### config.mk
export PLATFORM = sky130hd
export DESIGN_NAME = cmp_irq_cond
export DESIGN_NICKNAME = d
export VERILOG_FILES = /design/src/rtl/cmp_irq_pkg.sv /design/src/rtl/cmp_sync_chain.sv /design/src/rtl/cmp_edge_fsm.sv /design/src/rtl/cmp_flag_bank.sv /design/src/rtl/cmp_irq_cond.sv
export SDC_FILE = /design/constraint.sdc
export NUM_CORES = 1
export LEC_CHECK = 0
export ABC_AREA = 1
export BUFFER_PORTS_ARGS = -buffer_cell sky130_fd_sc_hd__buf_2
export CAP_MARGIN = 20
export CORE_AREA = 2 2 39 41
export DETAILED_ROUTE_END_ITERATION = 10
export DIE_AREA = 0 0 41 43
export HOLD_SLACK_MARGIN = 0.15
export PLACE_DENSITY_LB_ADDON = 0.25
export SLEW_MARGIN = 20
export SYNTH_ARGS = -nofsm -noshare
export SYNTH_HDL_FRONTEND = slang
export SYNTH_HIERARCHICAL = 1
export SYNTH_SLANG_ARGS = --single-unit
### constraint.sdc
create_clock -name clk -period 0.8 [get_ports clk]
set_input_delay 0.08 -clock clk [delete_from_list [all_inputs] [get_ports clk]]
set_output_delay 0.08 -clock clk [all_outputs]
set_load 0.03 [all_outputs]
### src/rtl/cmp_irq_pkg.sv
package cmp_irq_pkg;

    localparam int REG_W = 3;

    // Register map (addresses)
    localparam logic ADDR_IE   = 1'b0;
    localparam logic ADDR_STAT = 1'b1;

    // Bit positions shared by bus writes and reads
    localparam int B_LVL  = 0;  // status: synchronized level
    localparam int B_RISE = 1;  // status: rise flag
    localparam int B_FALL = 2;  // status: fall flag
    localparam int IE_RISE = 0; // enables: rise
    localparam int IE_FALL = 1; // enables: fall

    typedef enum logic {
        LVL_LOW  = 1'b0,
        LVL_HIGH = 1'b1
    } lvl_state_t;

    typedef struct packed {
        logic rise;
        logic fall;
    } edge_pair_t;

endpackage

### src/rtl/cmp_sync_chain.sv
module cmp_sync_chain #(
    parameter int STAGES = 2
) (
    input  logic clk,
    input  logic rst,
    input  logic d_i,
    output logic q_o
);
    localparam int LAST = STAGES - 1;

    logic [LAST:0] stage_q;

    generate
        for (genvar g = 0; g < STAGES; g++) begin : g_stage
            if (g == 0) begin : g_first
                always_ff @(posedge clk) begin
                    if (rst) stage_q[0] <= 1'b0;
                    else     stage_q[0] <= d_i;
                end
            end else begin : g_next
                always_ff @(posedge clk) begin
                    if (rst) stage_q[g] <= 1'b0;
                    else     stage_q[g] <= stage_q[g-1];
                end
            end
        end
    endgenerate

    assign q_o = stage_q[LAST];

    initial begin
        assert (STAGES >= 2) else $error("synchronizer needs at least two stages");
    end
endmodule

### src/rtl/cmp_edge_fsm.sv
module cmp_edge_fsm
    import cmp_irq_pkg::*;
(
    input  logic       clk,
    input  logic       rst,
    input  logic       lvl_i,
    output edge_pair_t edge_o
);
    lvl_state_t state_q, state_d;

    // State register
    always_ff @(posedge clk) begin
        if (rst) state_q <= LVL_LOW;
        else     state_q <= state_d;
    end

    // Next state and edge outputs
    always_comb begin
        state_d     = state_q;
        edge_o.rise = 1'b0;
        edge_o.fall = 1'b0;
        unique case (state_q)
            LVL_LOW: begin
                if (lvl_i) begin
                    state_d     = LVL_HIGH;
                    edge_o.rise = 1'b1;
                end
            end
            LVL_HIGH: begin
                if (!lvl_i) begin
                    state_d     = LVL_LOW;
                    edge_o.fall = 1'b1;
                end
            end
            default: state_d = LVL_LOW;
        endcase
    end

    // a single edge kind per cycle
    assert_one_edge_R4: assert property (@(posedge clk) disable iff (rst)
        $onehot0({edge_o.rise, edge_o.fall}));

    // a high level that drops is reported as a fall in that same cycle
    assert_drop_is_fall_R5: assert property (@(posedge clk) disable iff (rst)
        (state_q == LVL_HIGH && !lvl_i) |-> edge_o.fall);
endmodule

### src/rtl/cmp_flag_bank.sv
module cmp_flag_bank
    import cmp_irq_pkg::*;
(
    input  logic             clk,
    input  logic             rst,
    input  edge_pair_t       edge_i,
    input  logic             lvl_i,
    input  logic             src_ie_i,
    input  logic             gie_i,
    input  logic             bus_wr_i,
    input  logic             bus_addr_i,
    input  logic [REG_W-1:0] bus_wdata_i,
    output logic [REG_W-1:0] bus_rdata_o,
    output logic             irq_o
);
    logic rise_flag_q, fall_flag_q;
    logic rise_ie_q, fall_ie_q;
    logic clr_rise, clr_fall, wr_ie;

    assign wr_ie    = bus_wr_i && (bus_addr_i == ADDR_IE);
    assign clr_rise = bus_wr_i && (bus_addr_i == ADDR_STAT) && bus_wdata_i[B_RISE];
    assign clr_fall = bus_wr_i && (bus_addr_i == ADDR_STAT) && bus_wdata_i[B_FALL];

    // Sticky flags: a new edge outranks a clear
    always_ff @(posedge clk) begin
        if (rst) begin
            rise_flag_q <= 1'b0;
            fall_flag_q <= 1'b0;
        end else begin
            rise_flag_q <= edge_i.rise | (rise_flag_q & ~clr_rise);
            fall_flag_q <= edge_i.fall | (fall_flag_q & ~clr_fall);
        end
    end

    // Interrupt enables
    always_ff @(posedge clk) begin
        if (rst) begin
            rise_ie_q <= 1'b0;
            fall_ie_q <= 1'b0;
        end else if (wr_ie) begin
            rise_ie_q <= bus_wdata_i[IE_RISE];
            fall_ie_q <= bus_wdata_i[IE_FALL];
        end
    end

    // Read mux
    always_comb begin
        bus_rdata_o = '0;
        unique case (bus_addr_i)
            ADDR_IE: begin
                bus_rdata_o[IE_RISE] = rise_ie_q;
                bus_rdata_o[IE_FALL] = fall_ie_q;
            end
            ADDR_STAT: begin
                bus_rdata_o[B_LVL]  = lvl_i;
                bus_rdata_o[B_RISE] = rise_flag_q;
                bus_rdata_o[B_FALL] = fall_flag_q;
            end
            default: bus_rdata_o = '0;
        endcase
    end

    assign irq_o = ((rise_flag_q & rise_ie_q) | (fall_flag_q & fall_ie_q))
                   & src_ie_i & gie_i;

    assert_rise_sets_R4: assert property (@(posedge clk) disable iff (rst)
        edge_i.rise |=> rise_flag_q);

    assert_fall_sets_R5: assert property (@(posedge clk) disable iff (rst)
        edge_i.fall |=> fall_flag_q);

    assert_sticky_R6: assert property (@(posedge clk) disable iff (rst)
        (rise_flag_q && !clr_rise) |=> rise_flag_q);

    assert_edge_wins_R7: assert property (@(posedge clk) disable iff (rst)
        (edge_i.fall && clr_fall) |=> fall_flag_q);

    assert_irq_gated_R8: assert property (@(posedge clk) disable iff (rst)
        irq_o |-> (src_ie_i && gie_i && (rise_flag_q || fall_flag_q)));
endmodule

### src/rtl/cmp_irq_cond.sv
module cmp_irq_cond
    import cmp_irq_pkg::*;
#(
    parameter int SYNC_STAGES = 2
) (
    input  logic             clk,
    input  logic             rst,
    input  logic             cmp_raw_i,
    input  logic             cmp_en_i,
    input  logic             src_ie_i,
    input  logic             gie_i,
    input  logic             bus_wr_i,
    input  logic             bus_addr_i,
    input  logic [REG_W-1:0] bus_wdata_i,
    output logic [REG_W-1:0] bus_rdata_o,
    output logic             cmp_async_o,
    output logic             cmp_sync_o,
    output logic             irq_o
);
    logic       gated;
    edge_pair_t edges;

    // disabled comparator reads zero on the unclocked path
    assign gated       = cmp_raw_i & cmp_en_i;
    assign cmp_async_o = gated;

    cmp_sync_chain #(.STAGES(SYNC_STAGES)) u_sync (
        .clk (clk),
        .rst (rst),
        .d_i (gated),
        .q_o (cmp_sync_o)
    );

    cmp_edge_fsm u_edge (
        .clk    (clk),
        .rst    (rst),
        .lvl_i  (cmp_sync_o),
        .edge_o (edges)
    );

    cmp_flag_bank u_flags (
        .clk         (clk),
        .rst         (rst),
        .edge_i      (edges),
        .lvl_i       (cmp_sync_o),
        .src_ie_i    (src_ie_i),
        .gie_i       (gie_i),
        .bus_wr_i    (bus_wr_i),
        .bus_addr_i  (bus_addr_i),
        .bus_wdata_i (bus_wdata_i),
        .bus_rdata_o (bus_rdata_o),
        .irq_o       (irq_o)
    );

    // disabled for a full synchronizer span gives a low synchronized output
    assert_off_low_R3: assert property (@(posedge clk) disable iff (rst)
        (!cmp_en_i && $past(!cmp_en_i)) |=> !cmp_sync_o);
endmodule

==> impl_metrics.json, run 1 <==
{
  "io_buffers": 16,
  "grt_max_degree": 7,
  "p_per_area_nw_per_um2": 1480,
  "layout_setup_ws_ns": -0.223,
  "async_flop_share_pct": 0,
  "drive_gt1_share_pct": 51.4,
  "violations": "setup timing",
  "whs_path_depth": 3,
  "clock_power_share_pct": 37.3,
  "end_kind": "output port",
  "max_freq_mhz": 978,
  "vias": 355,
  "ys_ff_latch": 7,
  "ys_seq_area_share_pct": 45.9,
  "n_fill_cell": 142,
  "path_common_cell": "nand2_2",
  "r2r_cells": 5,
  "intPower_uw": 618,
  "r2r-start": "u_sync/q_o$_SDFF_PP0_",
  "switchingPower_uw": 208,
  "peakVddDrop_mv": 0.722,
  "yosysTopAreaCell": "dfxtp_1",
  "drt_iter0_drc": 3,
  "setup_viol": 7,
  "cap_violations": 0,
  "min_to": "u_flags/rise_ie_q$_SDFFE_PP0P_",
  "min_path_type": "in -> reg",
  "place_congestion": 0.666,
  "core_area_um2": 1380,
  "syn_area_per_cell_um2": 6.36,
  "synth_cell_types": 9,
  "grt_pass1_wl_um": 1030,
  "cts.sinks": 7,
  "antenna_cells": 0,
  "min_period_ns": 1.02,
  "clk_latency_ns": 0.25,
  "max_stage_delay_ns": 0.33,
  "cts_buffer_depth": 2,
  "dr.pass1.iters": 4,
  "power_uw": 826,
  "min_period_over_period_pct": 128,
  "vias_per_cell": 3.94,
  "die_h_um": 43,
  "worstPathMaxFanout": 3,
  "crit_type": "reg -> out",
  "syn_area_um2": 305,
  "start_kind": "flip-flop",
  "grt_pass1_vias": 303,
  "cp_num_buf_inv": 2,
  "area_growth_pct": 83.2,
  "grt_usage_pct": 8.76,
  "numCtsBuffers": 3,
  "final_antenna_net_count": 0,
  "nets": 86,
  "cp.arrival_ns": 0.94,
  "synth.most_common_cell": "nand2_1",
  "power_frac_comb_pct": 17.2,
  "overflow": 0,
  "status": "complete, but fails checks",
  "rows": 14,
  "ctsHoldBuffers": 5,
  "p_leak_nw": 0.286,
  "synthFlopType": "dfxtp_1",
  "tightest_slew_ns": 0.231,
  "skew_ns": 0.00485,
  "pwr-share-seq_pct": 45.5,
  "slew_headroom_pct": 84.6,
  "hold_viol": 0,
  "rsz0062_at_grt": "true",
  "slowest_stage": "dfxtp_2",
  "drv_slew": 0,
  "ys_top_cells_by_area": "dfxtp_1 (46%), nand2_1 (16%), inv_1 (12%)",
  "io_pins": 17,
  "yosysWarnings": 6,
  "r2r_end": "u_flags/rise_flag_q$_SDFF_PP0_",
  "swShare_pct": 25.2,
  "post-route-util_pct": 40.4,
  "path_clk_slew_ns": 0.05,
  "routed_wl_um": 690,
  "worstPathRequired_ns": 0.72,
  "hold_path.startpoint": "bus_wdata_i[0]",
  "drc": 0,
  "h-tree-depth": 1,
  "synth_commonest_cells": "nand2_1 (13), inv_1 (10), nor2_1 (9)",
  "grt_antenna_before_repair": 0,
  "dieArea_um2": 1760,
  "initial_core_util_pct": 22.1,
  "wl_per_cell_um": 7.67,
  "cts_tree": "yes",
  "place_hpwl_um": 504,
  "synth.top_cell.area_share_pct": 45.9,
  "critical_path.cell_chain": "buf_4 -> nand2_2 -> nand2_2 -> buf_6",
  "crit_family": "flip-flops",
  "clock-root-buffer": "clkbuf_4",
  "r2r_slack_ns": 0,
  "syn_inst": 48,
  "synth_edf_count": 0,
  "dieWidth_um": 41,
  "synth_fp_nets": 59
}
[metal layers]
layer | part of all wire, % | global-route usage (%)
met1 | 42 | 8.44
met2 | 48 | 14.4
met3 | 9.6 | 3.14
met4 | 0 | 6.00
met5 | 0 | 0
[stage by stage]
stage | setup WS (ns) | cell area (um^2) | std cells | hold slack [ns] | setup TNS (ns)
6_report | -0.223 | 559 | 90 | 0.105 | -0.689
5_1_grt | -0.278 | 559 | 90 | 0.0991 | -0.989
4_1_cts | -0.213 | 534 | 90 | 0.100 | -0.670
3_5_place_dp | -0.00439 | 410 | 80 | 0.333 | -0.00439
3_3_place_gp | 0.00271 | 410 | 80 | 0.329 | 0
2_1_floorplan | 0.00659 | 310 | 48 | 0.144 | 0
[cells by family (layout without fill, tap and decap cells)]
group                  count (synthesis)  after routing  share of synthesized area (%)
and+or+nand+nor                       25             25                           32.4
DFF                                    7              7                           45.9
AOI/OAI and AO/OA                      5              5                           8.20
buffers and inverters                 11             37                           13.5
[what timing repair did]
item / 4_1_cts / 5_1_grt
setup buffers: 1 / 1
endpoints found under the hold margin: 7 / 1
gates cloned: 0 / 0
endpoints found under the setup margin: 5 / 9
gates resized for setup: 15 / 10
pin swaps: 3 / 6
[power groups by stage]
stage | sequential (mW) | clock [mW] | combinational, mW
2_1_floorplan | 0.380 | 0 | 0.0542
3_3_place_gp | 0.378 | 0 | 0.105
3_5_place_dp | 0.379 | 0 | 0.104
4_1_cts | 0.374 | 0.330 | 0.136
5_1_grt | 0.377 | 0.348 | 0.156
6_report | 0.376 | 0.308 | 0.142
[registers in the layout (all words and copies together), names as in the netlist]
| signal | count |
|---|---|
| u_flags/fall_flag_q | 1 |
| u_sync/stage_q | 1 |
| u_flags/rise_ie_q | 1 |
| u_flags/fall_ie_q | 1 |
| u_edge/state_q | 1 |
| u_flags/rise_flag_q | 1 |
| u_sync/q_o | 1 |
[worst register-to-register path: cells and delay by family, from the launching register on]
kind | cells | cell delay [ns]
flip-flops | 1 | 0.36
AND/OR/NAND/NOR | 1 | 0.08
AO/OA/AOI/OAI | 1 | 0.12
buffers and inverters | 3 | 0.18
[worst max path at each step]
stage          slack [ns]  cells past startpoint                      startpoint             end
2_1_floorplan       0.007                      2  u_flags/rise_flag_q$_SDFF_PP0_           irq_o
3_3_place_gp        0.003                      3  u_flags/fall_flag_q$_SDFF_PP0_           irq_o
3_5_place_dp       -0.004                      3  u_flags/rise_flag_q$_SDFF_PP0_           irq_o
4_1_cts             -0.21                      3  u_flags/fall_flag_q$_SDFF_PP0_           irq_o
5_1_grt             -0.28                      3  u_flags/rise_ie_q$_SDFFE_PP0P_           irq_o
6_report            -0.22                      4  u_flags/rise_flag_q$_SDFF_PP0_  bus_rdata_o[1]
[layout make-up]
cell class | instances | area (um^2) | area share, %
Clock buffer | 3 | 22.5 | 4.03
Clock inverter | 1 | 5.00 | 0.895
Inverter | 11 | 41.3 | 7.38
Multi-Input combinational cell | 30 | 146 | 26.2
Sequential cell | 7 | 146 | 26.2
Tap cell | 16 | 20.0 | 3.58
Timing Repair Buffer | 22 | 178 | 31.8
[cells in the final DEF (no fill, tap or decap)]
cell type	count
a21oi_1	1
a21oi_2	2
buf_2	10
buf_4	1
buf_6	6
clkbuf_4	3
clkinv_2	1
dfxtp_1	2
dfxtp_2	5
dlygate4sd3_1	4
dlymetal6s4s_1	1
inv_1	8
inv_2	3
nand2_1	8
nand2_2	6
nand3_1	2
nor2_1	8
nor2_2	1
o21ai_0	2
No activity file was read; power rests on OpenSTA's default activity.
==> run 2, diff against run 1 <==
- clock period: 0.8 -> 0.85 ns (I/O delays scaled with it)
==> run 2 against run 1 <==
The flow still finishes with violations (setup timing); via count decreased by 2.3%; wire length increased by 8.4%; design area decreased by 0.89%; total power decreased by 6.1%; clock-buffer cell count unchanged; die area unchanged; clock skew increased by 0.00080 ns.
==> impl_metrics.json, run 2 (same netlist as run 1, synthesis figures left out) <==
{
  "status": "complete, but fails checks",
  "violations": "setup timing",
  "clock-root-buffer": "clkbuf_4",
  "grt_antenna_before_repair": 0,
  "grt_max_degree": 7,
  "min_to": "u_flags/fall_flag_q$_SDFF_PP0_",
  "dieArea_um2": 1760,
  "dp_slack_ns": 0.0436,
  "cts_tree": "yes",
  "io_buffers": 16,
  "nets": 86,
  "drive_gt1_share_pct": 45.9,
  "skew_ns": 0.00565,
  "tightest_slew_ns": 0.142,
  "dr.pass1.iters": 1,
  "peakVddDrop_mv": 0.635,
  "postPlaceCellArea_um2": 410,
  "max_freq_mhz": 996,
  "dieWidth_um": 41,
  "grt_use_met2_pct": 15.3,
  "vias_per_cell": 3.86,
  "drc": 0,
  "place_congestion": 0.666,
  "grt_usage_pct": 8.78,
  "worstPathRequired_ns": 0.76,
  "hold_path.startpoint": "bus_wr_i",
  "fin_setup_tns_ns": -0.452,
  "crit_type": "reg -> out",
  "antenna_cells": 0,
  "r2r_cells": 4,
  "gr-usage-met3_pct": 3.14,
  "min_path_type": "in -> reg",
  "end_kind": "output port",
  "grt.busiest_layer": "met2",
  "overflow": 0,
  "grt_pass1_wl_um": 1040,
  "die_h_um": 43,
  "crit_path_start": "u_flags/fall_flag_q$_SDFF_PP0_",
  "io_pins": 17,
  "start_kind": "flip-flop",
  "routed_wl_um": 748,
  "h-tree-depth": 1,
  "power_uw": 776,
  "n_fill_cell": 152,
  "regArea_um2": 149,
  "min_period_over_period_pct": 118,
  "r2r_end": "u_flags/rise_flag_q$_SDFF_PP0_",
  "grt_pass1_vias": 312,
  "final_antenna_net_count": 0,
  "cap_violations": 0,
  "place_hpwl_um": 531,
  "clk_latency_ns": 0.25,
  "final_cell_mix": "inv_1 (10), buf_2 (10), nand2_1 (9), nor2_1 (9), buf_6 (6)",
  "multiInputGateArea_um2": 141,
  "cp.arrival_ns": 0.92,
  "drv_slew": 0,
  "wl_per_cell_um": 8.31,
  "rsz0062_at_grt": "true",
  "rows": 14,
  "area_growth_pct": 81.6,
  "initial_core_util_pct": 22.1,
  "slew_headroom_pct": 90.5,
  "drt_iter0_drc": 0,
  "numCtsBuffers": 3,
  "hold_slack_ns": 0.191,
  "path_clk_slew_ns": 0.05,
  "hold_viol": 0,
  "r2r-start": "u_sync/q_o$_SDFF_PP0_",
  "whs_path_depth": 4,
  "vias": 347,
  "p_leak_nw": 0.280,
  "r2r_slack_ns": 0.12,
  "setup_viol": 5,
  "cts.sinks": 7,
  "worstPathMaxFanout": 3,
  "cts_buffer_depth": 2,
  "p_per_area_nw_per_um2": 1400,
  "core_area_um2": 1380,
  "grt_use_met1_pct": 8.50,
  "min_period_ns": 1.00,
  "fin_area_um2": 554,
  "layout_setup_ws_ns": -0.154
}
[run 2: cell types whose count changed in the layout (fill, tap and decap cells not counted), sizes merged]
cell / delta
dlymetal6s4s: -1
dlygate4sd3: +1
[run 2: worst max-delay path by stage]
stage / to / slack, ns / cells after the start
after floorplan: irq_o / 0.05 / 2
after global placement: irq_o / 0.05 / 3
after detailed placement: irq_o / 0.04 / 3
after CTS: irq_o / -0.17 / 3
after global routing: irq_o / -0.21 / 3
final: irq_o / -0.15 / 3
[run 2: power breakdown]
| part | switching, mW | leakage (nW) | internal (mW) | total (mW) |
|---|---|---|---|---|
| logic | 0.0666 | 0.203 | 0.0664 | 0.133 |
| registers | 0.0109 | 0.0596 | 0.341 | 0.352 |
| clock network | 0.119 | 0.0177 | 0.171 | 0.291 |
| total | 0.197 | 0.280 | 0.579 | 0.776 |
[run 2: what timing repair did]
item,CTS,global route
setup buffers,0,1
pin swaps,2,4
hold buffers,5,0
resized for setup,15,9
hold endpoints to repair,7,0
setup endpoints to repair,5,7
[run 2: stage by stage]
stage | instances | util, %
6_report | 90 | 40.1
3_5_place_dp | 80 | 29.7
5_1_grt | 90 | 40.1
2_1_floorplan | 48 | -
3_3_place_gp | 80 | 29.7
4_1_cts | 89 | 38.1
[run 2: layer usage]
metal / part of all wire (%) / vias to the layer above
met3: 9.1 / 0
met5: 0 / -
met2: 48 / 14
li1: - / 192
met4: 0 / 0
met1: 43 / 141
[run 2: final cells by class]
class	instances	area share [%]
clock buffers	3	4.06
clock inverters	1	0.903
inverters	11	7.45
multi-input cells	30	25.5
flip-flops and latches	7	26.9
well taps	16	3.61
repair buffers	22	31.6
[run 2: worst max-delay path: stages (launching register included)]
cell and delay (ns):
dfxtp_2 0.34, nand2_2 0.06, a21oi_2 0.14, buf_6 0.14
